==> src/rtl/dgate_pkg.sv <==
// Shared types for the dispatch bandwidth gate.
package dgate_pkg;
    // Stall reason; numeric values are visible on the stall_code port.
    typedef enum logic [1:0] {
        STALL_NONE = 2'd0,
        STALL_ROB  = 2'd1,
        STALL_REN  = 2'd2,
        STALL_SCH  = 2'd3
    } stall_e;
endpackage

==> src/rtl/dgate_lane_chain.sv <==
// Combinational in-order slot evaluation for one dispatch cycle.
// Walks slots from oldest to youngest and spends free bandwidth entries.
// Surplus micro-ops of an accepted slot are accumulated into the outgoing debt.
// Also picks the stall reason of the oldest blocked slot.
// Assumes: avail_q never exceeds WIDTH; a younger slot is considered only
// when every older slot was accepted.
module dgate_lane_chain #(
    parameter int WIDTH = 4,
    parameter int SLOTS = 2,
    parameter int UOP_W = 4,
    parameter int AV_W  = 3,
    parameter int CE_W  = 5
) (
    input  logic [AV_W-1:0]        avail_q,
    input  logic [CE_W-1:0]        carry_q,
    input  logic [SLOTS-1:0]       req_valid,
    input  logic [SLOTS*UOP_W-1:0] req_uops,
    input  logic [SLOTS-1:0]       rob_room,
    input  logic [SLOTS-1:0]       ren_room,
    input  logic [SLOTS-1:0]       sch_room,
    output logic [SLOTS-1:0]       accept,
    output logic [CE_W-1:0]        carry_end,
    output dgate_pkg::stall_e      stall_code
);
    int   av;
    int   cr;
    int   n;
    int   take;
    logic prev_ok;

    // Spend bandwidth slot by slot and record the first resource stall.
    always_comb begin
        av         = int'(avail_q);
        cr         = int'(carry_q);
        n          = 0;
        take       = 0;
        prev_ok    = 1'b1;
        accept     = '0;
        stall_code = dgate_pkg::STALL_NONE;
        for (int i = 0; i < SLOTS; i++) begin
            n = int'(req_uops[i*UOP_W +: UOP_W]);
            accept[i] = prev_ok && req_valid[i] && ((n <= av) || (av == WIDTH))
                        && rob_room[i] && ren_room[i] && sch_room[i];
            if (accept[i]) begin
                take = (n < av) ? n : av;
                av   = av - take;
                cr   = cr + n - take;
            end else if (prev_ok && req_valid[i]) begin
                if (!rob_room[i])      stall_code = dgate_pkg::STALL_ROB;
                else if (!ren_room[i]) stall_code = dgate_pkg::STALL_REN;
                else if (!sch_room[i]) stall_code = dgate_pkg::STALL_SCH;
                else                   stall_code = dgate_pkg::STALL_NONE;
            end
            prev_ok = accept[i];
        end
        carry_end = CE_W'(cr);
    end
endmodule

==> src/rtl/dgate_credit.sv <==
// Bandwidth state across cycle boundaries: free entries and carry-over debt.
// At each edge the free entries are rebuilt from the debt alone. Entries left
// unused in a cycle are not saved.
// Assumes: carry_end never exceeds the largest micro-op count minus WIDTH.
module dgate_credit #(
    parameter int WIDTH = 4,
    parameter int AV_W  = 3,
    parameter int CE_W  = 5
) (
    input  logic            clk,
    input  logic            rst_n,
    input  logic [CE_W-1:0] carry_end,
    output logic [AV_W-1:0] avail_q,
    output logic [CE_W-1:0] carry_q
);
    // Refill free entries and pay down the debt by one width per cycle.
    always_ff @(posedge clk) begin
        if (!rst_n) begin
            avail_q <= AV_W'(WIDTH);
            carry_q <= '0;
        end else if (int'(carry_end) >= WIDTH) begin
            avail_q <= '0;
            carry_q <= CE_W'(int'(carry_end) - WIDTH);
        end else begin
            avail_q <= AV_W'(WIDTH - int'(carry_end));
            carry_q <= '0;
        end
    end
endmodule

==> src/rtl/dgate_sat_cnt.sv <==
// Saturating event counter.
// Assumes: one event at most per clock.
module dgate_sat_cnt #(
    parameter int CNT_W = 32
) (
    input  logic             clk,
    input  logic             rst_n,
    input  logic             inc,
    output logic [CNT_W-1:0] count
);
    // Count events and hold at all-ones.
    always_ff @(posedge clk) begin
        if (!rst_n)                  count <= '0;
        else if (inc && count != '1) count <= count + 1'b1;
    end
endmodule

==> src/rtl/dispatch_gate.sv <==
// Dispatch bandwidth gate with carry-over and per-reason stall counters.
// Combines the per-cycle width limit with three resource readiness bits per slot.
// Assumes: slots are presented oldest first from bit 0; each clock is one cycle.
module dispatch_gate #(
    parameter int WIDTH = 4,
    parameter int SLOTS = 2,
    parameter int UOP_W = 4,
    parameter int CNT_W = 32
) (
    input  logic                   clk,
    input  logic                   rst_n,
    input  logic [SLOTS-1:0]       req_valid,
    input  logic [SLOTS*UOP_W-1:0] req_uops,
    input  logic [SLOTS-1:0]       rob_room,
    input  logic [SLOTS-1:0]       ren_room,
    input  logic [SLOTS-1:0]       sch_room,
    output logic [SLOTS-1:0]       accept,
    output logic [1:0]             stall_code,
    output logic [CNT_W-1:0]       cnt_rob,
    output logic [CNT_W-1:0]       cnt_ren,
    output logic [CNT_W-1:0]       cnt_sch
);
    localparam int AV_W  = $clog2(WIDTH + 1);
    localparam int CE_W  = UOP_W + 1;
    localparam int NREAS = 3;

    logic [AV_W-1:0]   avail_q;
    logic [CE_W-1:0]   carry_q;
    logic [CE_W-1:0]   carry_end;
    dgate_pkg::stall_e code_e;
    logic [CNT_W-1:0]  cnt_arr [NREAS];

    dgate_lane_chain #(
        .WIDTH(WIDTH), .SLOTS(SLOTS), .UOP_W(UOP_W), .AV_W(AV_W), .CE_W(CE_W)
    ) u_chain (
        .avail_q(avail_q), .carry_q(carry_q), .req_valid(req_valid),
        .req_uops(req_uops), .rob_room(rob_room), .ren_room(ren_room),
        .sch_room(sch_room), .accept(accept), .carry_end(carry_end),
        .stall_code(code_e)
    );

    dgate_credit #(
        .WIDTH(WIDTH), .AV_W(AV_W), .CE_W(CE_W)
    ) u_credit (
        .clk(clk), .rst_n(rst_n), .carry_end(carry_end),
        .avail_q(avail_q), .carry_q(carry_q)
    );

    assign stall_code = code_e;

    // One saturating counter per stall reason, indexed by code minus one.
    for (genvar k = 0; k < NREAS; k++) begin : g_cnt
        dgate_sat_cnt #(.CNT_W(CNT_W)) u_cnt (
            .clk(clk), .rst_n(rst_n),
            .inc(stall_code == 2'(k + 1)),
            .count(cnt_arr[k])
        );
    end

    assign cnt_rob = cnt_arr[0];
    assign cnt_ren = cnt_arr[1];
    assign cnt_sch = cnt_arr[2];
endmodule

==> config.mk <==
export PLATFORM = sky130hd
export DESIGN_NAME = dispatch_gate
export DESIGN_NICKNAME = d
export VERILOG_FILES = /design/src/rtl/dgate_pkg.sv /design/src/rtl/dgate_lane_chain.sv /design/src/rtl/dgate_credit.sv /design/src/rtl/dgate_sat_cnt.sv /design/src/rtl/dispatch_gate.sv
export SDC_FILE = /design/constraint.sdc
export NUM_CORES = 1
export LEC_CHECK = 0
export ABC_AREA = 1
export ABC_CLOCK_PERIOD_IN_PS = 11300
export BUFFER_PORTS_ARGS = -buffer_cell sky130_fd_sc_hd__buf_2
export CAP_MARGIN = 40
export CORE_UTILIZATION = 45
export CTS_CLUSTER_DIAMETER = 150
export DETAILED_ROUTE_END_ITERATION = 8
export MAX_ROUTING_LAYER = met4
export PLACE_DENSITY = 0.64
export SYNTH_ARGS = -nofsm -noshare
export SYNTH_HDL_FRONTEND = slang
export SYNTH_SLANG_ARGS = --single-unit
==> constraint.sdc <==
create_clock -name clk -period 11.3 [get_ports clk]
set_input_delay 0.565 -clock clk [delete_from_list [all_inputs] [get_ports clk]]
set_output_delay 0.565 -clock clk [all_outputs]
set_load 0.05 [all_outputs]
# After elaboration in Yosys (flattened, before gate mapping)

Index checks and enable logic that the tools add are counted.
W data, S select, Z words.

Reduce and logical (&&, ||, !) cells: 16
$lt $le $gt $ge: 5
Mux-type cells: 16
Bitwise operators: 1
Add/sub/neg operators: 10
Eq/ne operators: 8

Operators by type and width:

| operator                | number |
|---|---|
| $add A32 B1 Y32 const B | 3 |
| $ne A32 B32 Y1 const B  | 3 |
| $eq A32 B4 Y1 const B   | 1 |
| $le A5 B32 Y1           | 1 |
| $lt A5 B32 Y1           | 1 |
| $mux W32                | 1 |
| $sub A4 B32 Y32         | 1 |
| $mux W2                 | 10 |
| $mux W5                 | 3 |
| $logic_and A1 B1 Y1     | 12 |
| $add A5 B4 Y5           | 1 |
| $add A5 B5 Y5           | 1 |
| $ge A5 B3 Y1 const B    | 1 |
| $sub A5 B3 Y5 const B   | 1 |
| $sub A5 B4 Y5           | 1 |
| $sub A5 B5 Y5           | 1 |
| $eq A2 B2 Y1 const B    | 2 |
| $le A4 B3 Y1            | 1 |
| $lt A4 B3 Y1            | 1 |
| $mux W4                 | 1 |
| $eq A3 B3 Y1 const B    | 1 |
| $mux W3                 | 1 |
| $sub A3 B3 Y3 const A   | 1 |
| $eq A2 B1 Y1 const B    | 1 |
| 4 further kinds         | 5 |

Register bits: 104
Word-level logic and storage cells: 62
Output and inout bits: 100
Bits of input ports: 18

# Depth between registers and ports, before layout

Depth after elaboration: 16
Gate-level depth with buffers: 38
Mapped depth without buffers: 38

# Modules after synthesis

A second synthesis with hierarchy kept.

Cell total of the unflattened synthesis: 1237
Area, all modules: 7347.0 µm²

Modules (own cells, without submodules):

| module           | seq. area each (µm²) | cells an instance | area each (µm²) | instances |
|---|---|---|---|---|
| dgate_sat_cnt    | 640.6                | 324               | 1911.8          | 3 |
| dgate_lane_chain | 0.0                  | 228               | 1300.0          | 1 |
| dgate_credit     | 160.2                | 31                | 289.0           | 1 |
| dispatch_gate    | 0.0                  | 6                 | 22.5            | 1 |

# Worst setup path before layout

OpenSTA, ideal clock, no wires.

Kind: input port to flip-flop
Start point: input req_uops[2]
End point: register u_credit.carry_q[0]
Path slack: 5771 ps
Required time: 11177 ps
Path buffers: 0
Arrival: 5406 ps
Setup time: 123 ps
Stages: 31
Path through: ha_1 -> nand3_1 -> nand3_4 -> o21ai_0 -> inv_1 -> ha_1 -> nand3b_1 -> nand2_1 -> ha_1 -> inv_1 -> nor2_1 -> inv_1 -> ha_1 -> a21oi_1 -> o21ai_0 -> nand3_1 -> nand2_1 -> nand2_1 -> o21ai_0 -> fa_1 -> inv_1 -> fa_1 -> o21ai_0 -> a21oi_1 -> xor2_1 -> xnor2_1 -> nand3_1 -> nand2_1 -> nand3_1 -> o21ai_2 -> nor2_1

Cells in the longest elaborated chain, start to end: 16
Elaborated cells between the ends (all ways): 29
Classes of those cells: add/sub: 6; order compare: 5; eq/ne: 1; mux: 5; reduce/logical: 12

RTL lines:

| what                                                     | RTL line               | source |
|---|---|---|
| start: declaration                                       | dispatch_gate.sv:13    | `input logic [SLOTS*UOP_W-1:0] req_uops,` |
| branches (longest 13 deep; another with $sub A4 B32 Y32) | -                      |  |
| $mux W5 *                                                | dgate_lane_chain.sv:44 | `if (accept[i]) begin` |
| $ge A5 B3 Y1                                             | dgate_credit.sv:21     | `end else if (int'(carry_end) >= WIDTH) begin` |
| $reduce_and A2 Y1 (no source line)                       | -                      |  |
| end signal: assignment                                   | dgate_credit.sv:23     | `carry_q <= CE_W'(int'(carry_end) - WIDTH);` |
| end: declaration                                         | dgate_credit.sv:14     | `output logic [CE_W-1:0] carry_q` |

Mark *: on every way between the ends.
A chain may end at the register's enable or synchronous reset.

# Worst setup path after layout

Start point: register u_credit.avail_q[2]
End point: register u_credit.carry_q[1]

Cells in the longest elaborated chain, start to end: 16
Elaborated cells between the ends (all ways): 29
Classes of those cells: add/sub: 5; order compare: 5; eq/ne: 2; mux: 5; reduce/logical: 12

RTL lines:

| what                                                     | RTL line               | source |
|---|---|---|
| start: declaration                                       | dgate_credit.sv:13     | `output logic [AV_W-1:0] avail_q,` |
| start signal: assignment                                 | dgate_credit.sv:19     | `avail_q <= AV_W'(WIDTH);` |
| start signal: assignment                                 | dgate_credit.sv:25     | `avail_q <= AV_W'(WIDTH - int'(carry_end));` |
| branches (longest 13 deep; another with $sub A4 B32 Y32) | -                      |  |
| $mux W5 *                                                | dgate_lane_chain.sv:44 |  |
| $ge A5 B3 Y1                                             | dgate_credit.sv:21     |  |
| $reduce_and A2 Y1 (no source line)                       | -                      |  |

Marks and branches as above.

==> impl_metrics.py <==
metrics = {
    "status": {
        "status": "complete, no violations",
    },
    "routing": {
        "postRouteWirelength_mm": 15.1,
        "drc": 0,
        "drt-initial-drc-count": 449,
        "postRouteAntennaNets": 0,
        "post_drt_wl_per_cell_um": 12.2,
        "via_per_inst": 5.00,
        "firstDrtPassIters": 5,
        "num_vias": 6186,
    },
    "power_and_ir_drop": {
        "power_frac_comb": 0.298,
        "p_sw_frac": 0.326,
        "p_leak_nw": 3.18,
        "p_clk_frac": 0.328,
        "p_sw_uw": 334,
        "p_seq_frac": 0.374,
        "vdd_drop_max_uv": 77.6,
        "p_int_uw": 692,
        "power_per_cell_area_mw_per_mm2": 136,
    },
    "min_path": {
        "hold-path-cell-count": 2,
        "hp-class": "flop to flop",
        "min_from": "g_cnt[0].u_cnt.count[11]",
        "min_to": "g_cnt[0].u_cnt.count[11]",
    },
    "setup_path": {
        "cpMaxStageDelayCell": "fa_1",
        "critPathMaxFanout": 8,
        "crit_required_ps": 11520,
        "worst_ep_arrival_time_ps": 6160,
        "r2r_cells": 32,
        "critPathKind": "flop to flop",
        "r2r_end": "u_credit.carry_q[1]",
        "cp-start-kind": "flop",
        "r2r-start": "u_credit.avail_q[2]",
        "worst_setup_path_end_kind": "flop",
        "slowest_delay_ps": 520,
        "crit_top_cell": "inv_1",
        "rrSetupSlack_ps": 5370,
    },
    "floorplanning": {
        "core_area_mm2": 0.0140,
        "initial_core_util": 0.467,
        "chipWidth_um": 123,
        "num_rows": 43,
        "die_area_mm2": 0.0151,
        "fp.dieH_um": 123,
        "io_pins": 118,
    },
    "clock_tree": {
        "cts_resized": 0,
        "cts_buffers": 9,
        "cts_setup_buffers": 0,
        "numClockSinks": 104,
        "clk_pin_slew_ps": 70,
        "clkLatencyLatePin_ps": 350,
        "ctsHoldBuffers": 0,
        "cts-htree-levels": 3,
        "clockRootBuffer": "clkbuf_16",
        "cts.path.max_buffers": 2,
        "cts_tree": "built",
    },
    "sta": {
        "fin_setup_tns_ps": 0,
        "min_period_ps": 5930,
        "tightestPinTransition_ps": 664,
        "hold_violations": 0,
        "clock.fmax_mhz": 169,
        "relSlewSlack": 0.555,
        "slew_violations": 0,
        "rsz0062_at_grt": "false",
        "setup_viol": 0,
        "fin_skew_ps": 7.24,
        "fin_crit_sh": 0.525,
    },
    "placed_design": {
        "gp_congestion": 0.843,
        "portBuffers": 117,
        "placed_area_mm2": 0.00725,
        "hpwl_mm": 11.2,
        "numPlacedInstances": 1220,
    },
    "final_layout": {
        "stdcell_area_mm2": 0.00757,
        "syn2layout_area_growth_pct": 15.5,
        "n_antenna_cell": 0,
        "nNetsFinal": 1106,
        "final_cells": 1236,
        "utilization": 0.539,
        "layout_commonest_cell": "nand2_1",
        "layout_common_cells": "nand2_1, inv_1, buf_2",
        "drive_gt1_frac": 0.188,
    },
    "global_route": {
        "grt_max_degree": 58,
        "grt_pass1_vias": 5340,
        "grt_first_pass_wirelength_mm": 24.4,
        "grt.total_usage": 0.208,
        "antenna_found_initial": 0,
        "grt-ovfl-total": 0,
    },
    "synth": {
        "synth_top_cell_area_share": 0.318,
        "synth_area_leaders": "dfxtp_1, nand2_1, inv_1",
        "yosysWarnings": 0,
        "syn_area_mm2": 0.00655,
        "syn_area_per_cell_um2": 6.96,
        "synthFlopType": "dfxtp_1",
        "synth_top_area_cell": "dfxtp_1",
        "synth-edff-count": 0,
        "synthArstFlopShare": 0,
        "synthDistinctLibCells": 50,
        "synthCells": 942,
        "synth-seq-area-share": 0.318,
        "syn_nets": 997,
        "synth-seq-cells": 104,
    },
    "job": {
        "maxCapViolations": 0,
    },
}
worst max-delay path by stage:
| stage | from | endpoint | slack, ps | cells after the start |
|---|---|---|---|---|
| 2_1_floorplan | req_uops[2] | u_credit.carry_q[0] | 5770 | 31 |
| 3_3_place_gp | req_uops[2] | u_credit.carry_q[0] | 5290 | 32 |
| 3_5_place_dp | req_uops[2] | u_credit.carry_q[4] | 5210 | 32 |
| 4_1_cts | u_credit.avail_q[2] | u_credit.carry_q[1] | 5330 | 32 |
| 5_1_grt | u_credit.avail_q[1] | u_credit.carry_q[3] | 4750 | 32 |
| 6_report | u_credit.avail_q[2] | u_credit.carry_q[1] | 5370 | 32 |
flip-flops by register name (all words and copies together) (netlist names):
| register | flops |
|---|---|
| u_credit.carry_q | 5 |
| g_cnt.u_cnt.count | 96 |
| u_credit.avail_q | 3 |
worst max-delay path, delay by kind of cell, from the launching register on:
| family | cells | cell delay, ps |
|---|---|---|
| adder cells (fa/ha/maj) | 6 | 2160 |
| buffers and inverters | 5 | 390 |
| AO/OA/AOI/OAI | 7 | 1160 |
| XOR/XNOR | 2 | 340 |
| AND/OR/NAND/NOR | 12 | 1330 |
| flip-flops | 1 | 410 |
synthesized netlist by cell type, types with 2 or more instances:
cell type / count
a21oi_1: 82
a31oi_1: 6
and3_1: 9
buf_2: 5
buf_4: 3
buf_6: 5
clkbuf_1: 8
dfxtp_1: 104
fa_1: 7
ha_1: 30
inv_1: 145
inv_2: 8
inv_4: 2
nand2_1: 157
nand2_2: 8
nand2_4: 6
nand3_1: 45
nand3_2: 5
nand3b_1: 5
nand4_1: 11
nor2_1: 90
nor2_2: 9
nor2_4: 6
nor3_1: 45
nor3_2: 6
nor3b_1: 7
nor4_1: 16
o21a_1: 15
o21ai_0: 34
o21ai_1: 31
o21ai_4: 2
o31ai_1: 2
or2_2: 3
xnor2_1: 4
xor2_1: 6
per-stage QoR:
step / setup WS [ps] / power, mW / hold WS, ps
3_5_place_dp: 5210 / 0.699 / 469
6_report: 5370 / 1.03 / 484
4_1_cts: 5330 / 1.04 / 488
2_1_floorplan: 5770 / 0.645 / 672
5_1_grt: 4750 / 1.10 / 517
3_3_place_gp: 5290 / 0.698 / 451
cell families (layout without fill, tap and decap cells):
group,Yosys count,in the layout,share of synthesized area
buffers and inverters,178,292,0.112
muxes,1,1,0.00153
and+or+nand+nor,434,434,0.327
DFF,104,104,0.318
adders and majority gates,37,37,0.0787
other,1,1,0.000572
xor gates and xnor gates,10,10,0.0134
AOI/OAI and AO/OA,177,177,0.149
power groups by stage:
stage / logic [mW] / registers [mW] / clock network, mW
after floorplan: 0.252 / 0.393 / 0
after global placement: 0.305 / 0.393 / 0
after detailed placement: 0.306 / 0.392 / 0
after CTS: 0.309 / 0.384 / 0.347
after global routing: 0.356 / 0.384 / 0.364
final: 0.306 / 0.384 / 0.337
routing by layer:
metal	vias to the layer above	global-route usage	share of wire
met1	2753	0.266	0.50
met4	0	0.0465	0.0091
met2	120	0.329	0.45
met5	-	-	0
met3	13	0.0525	0.049
li1	3300	-	-
cell type report:
type | instances | area, µm²
fillers | 1390 | 6470
inverters | 157 | 599
clock buffers | 13 | 280
clock inverters | 3 | 46.3
multi-input cells | 660 | 3740
well taps | 180 | 225
repair buffers | 119 | 601
flip-flops and latches | 104 | 2080
Note: power is estimated with default switching activity, not from simulation.
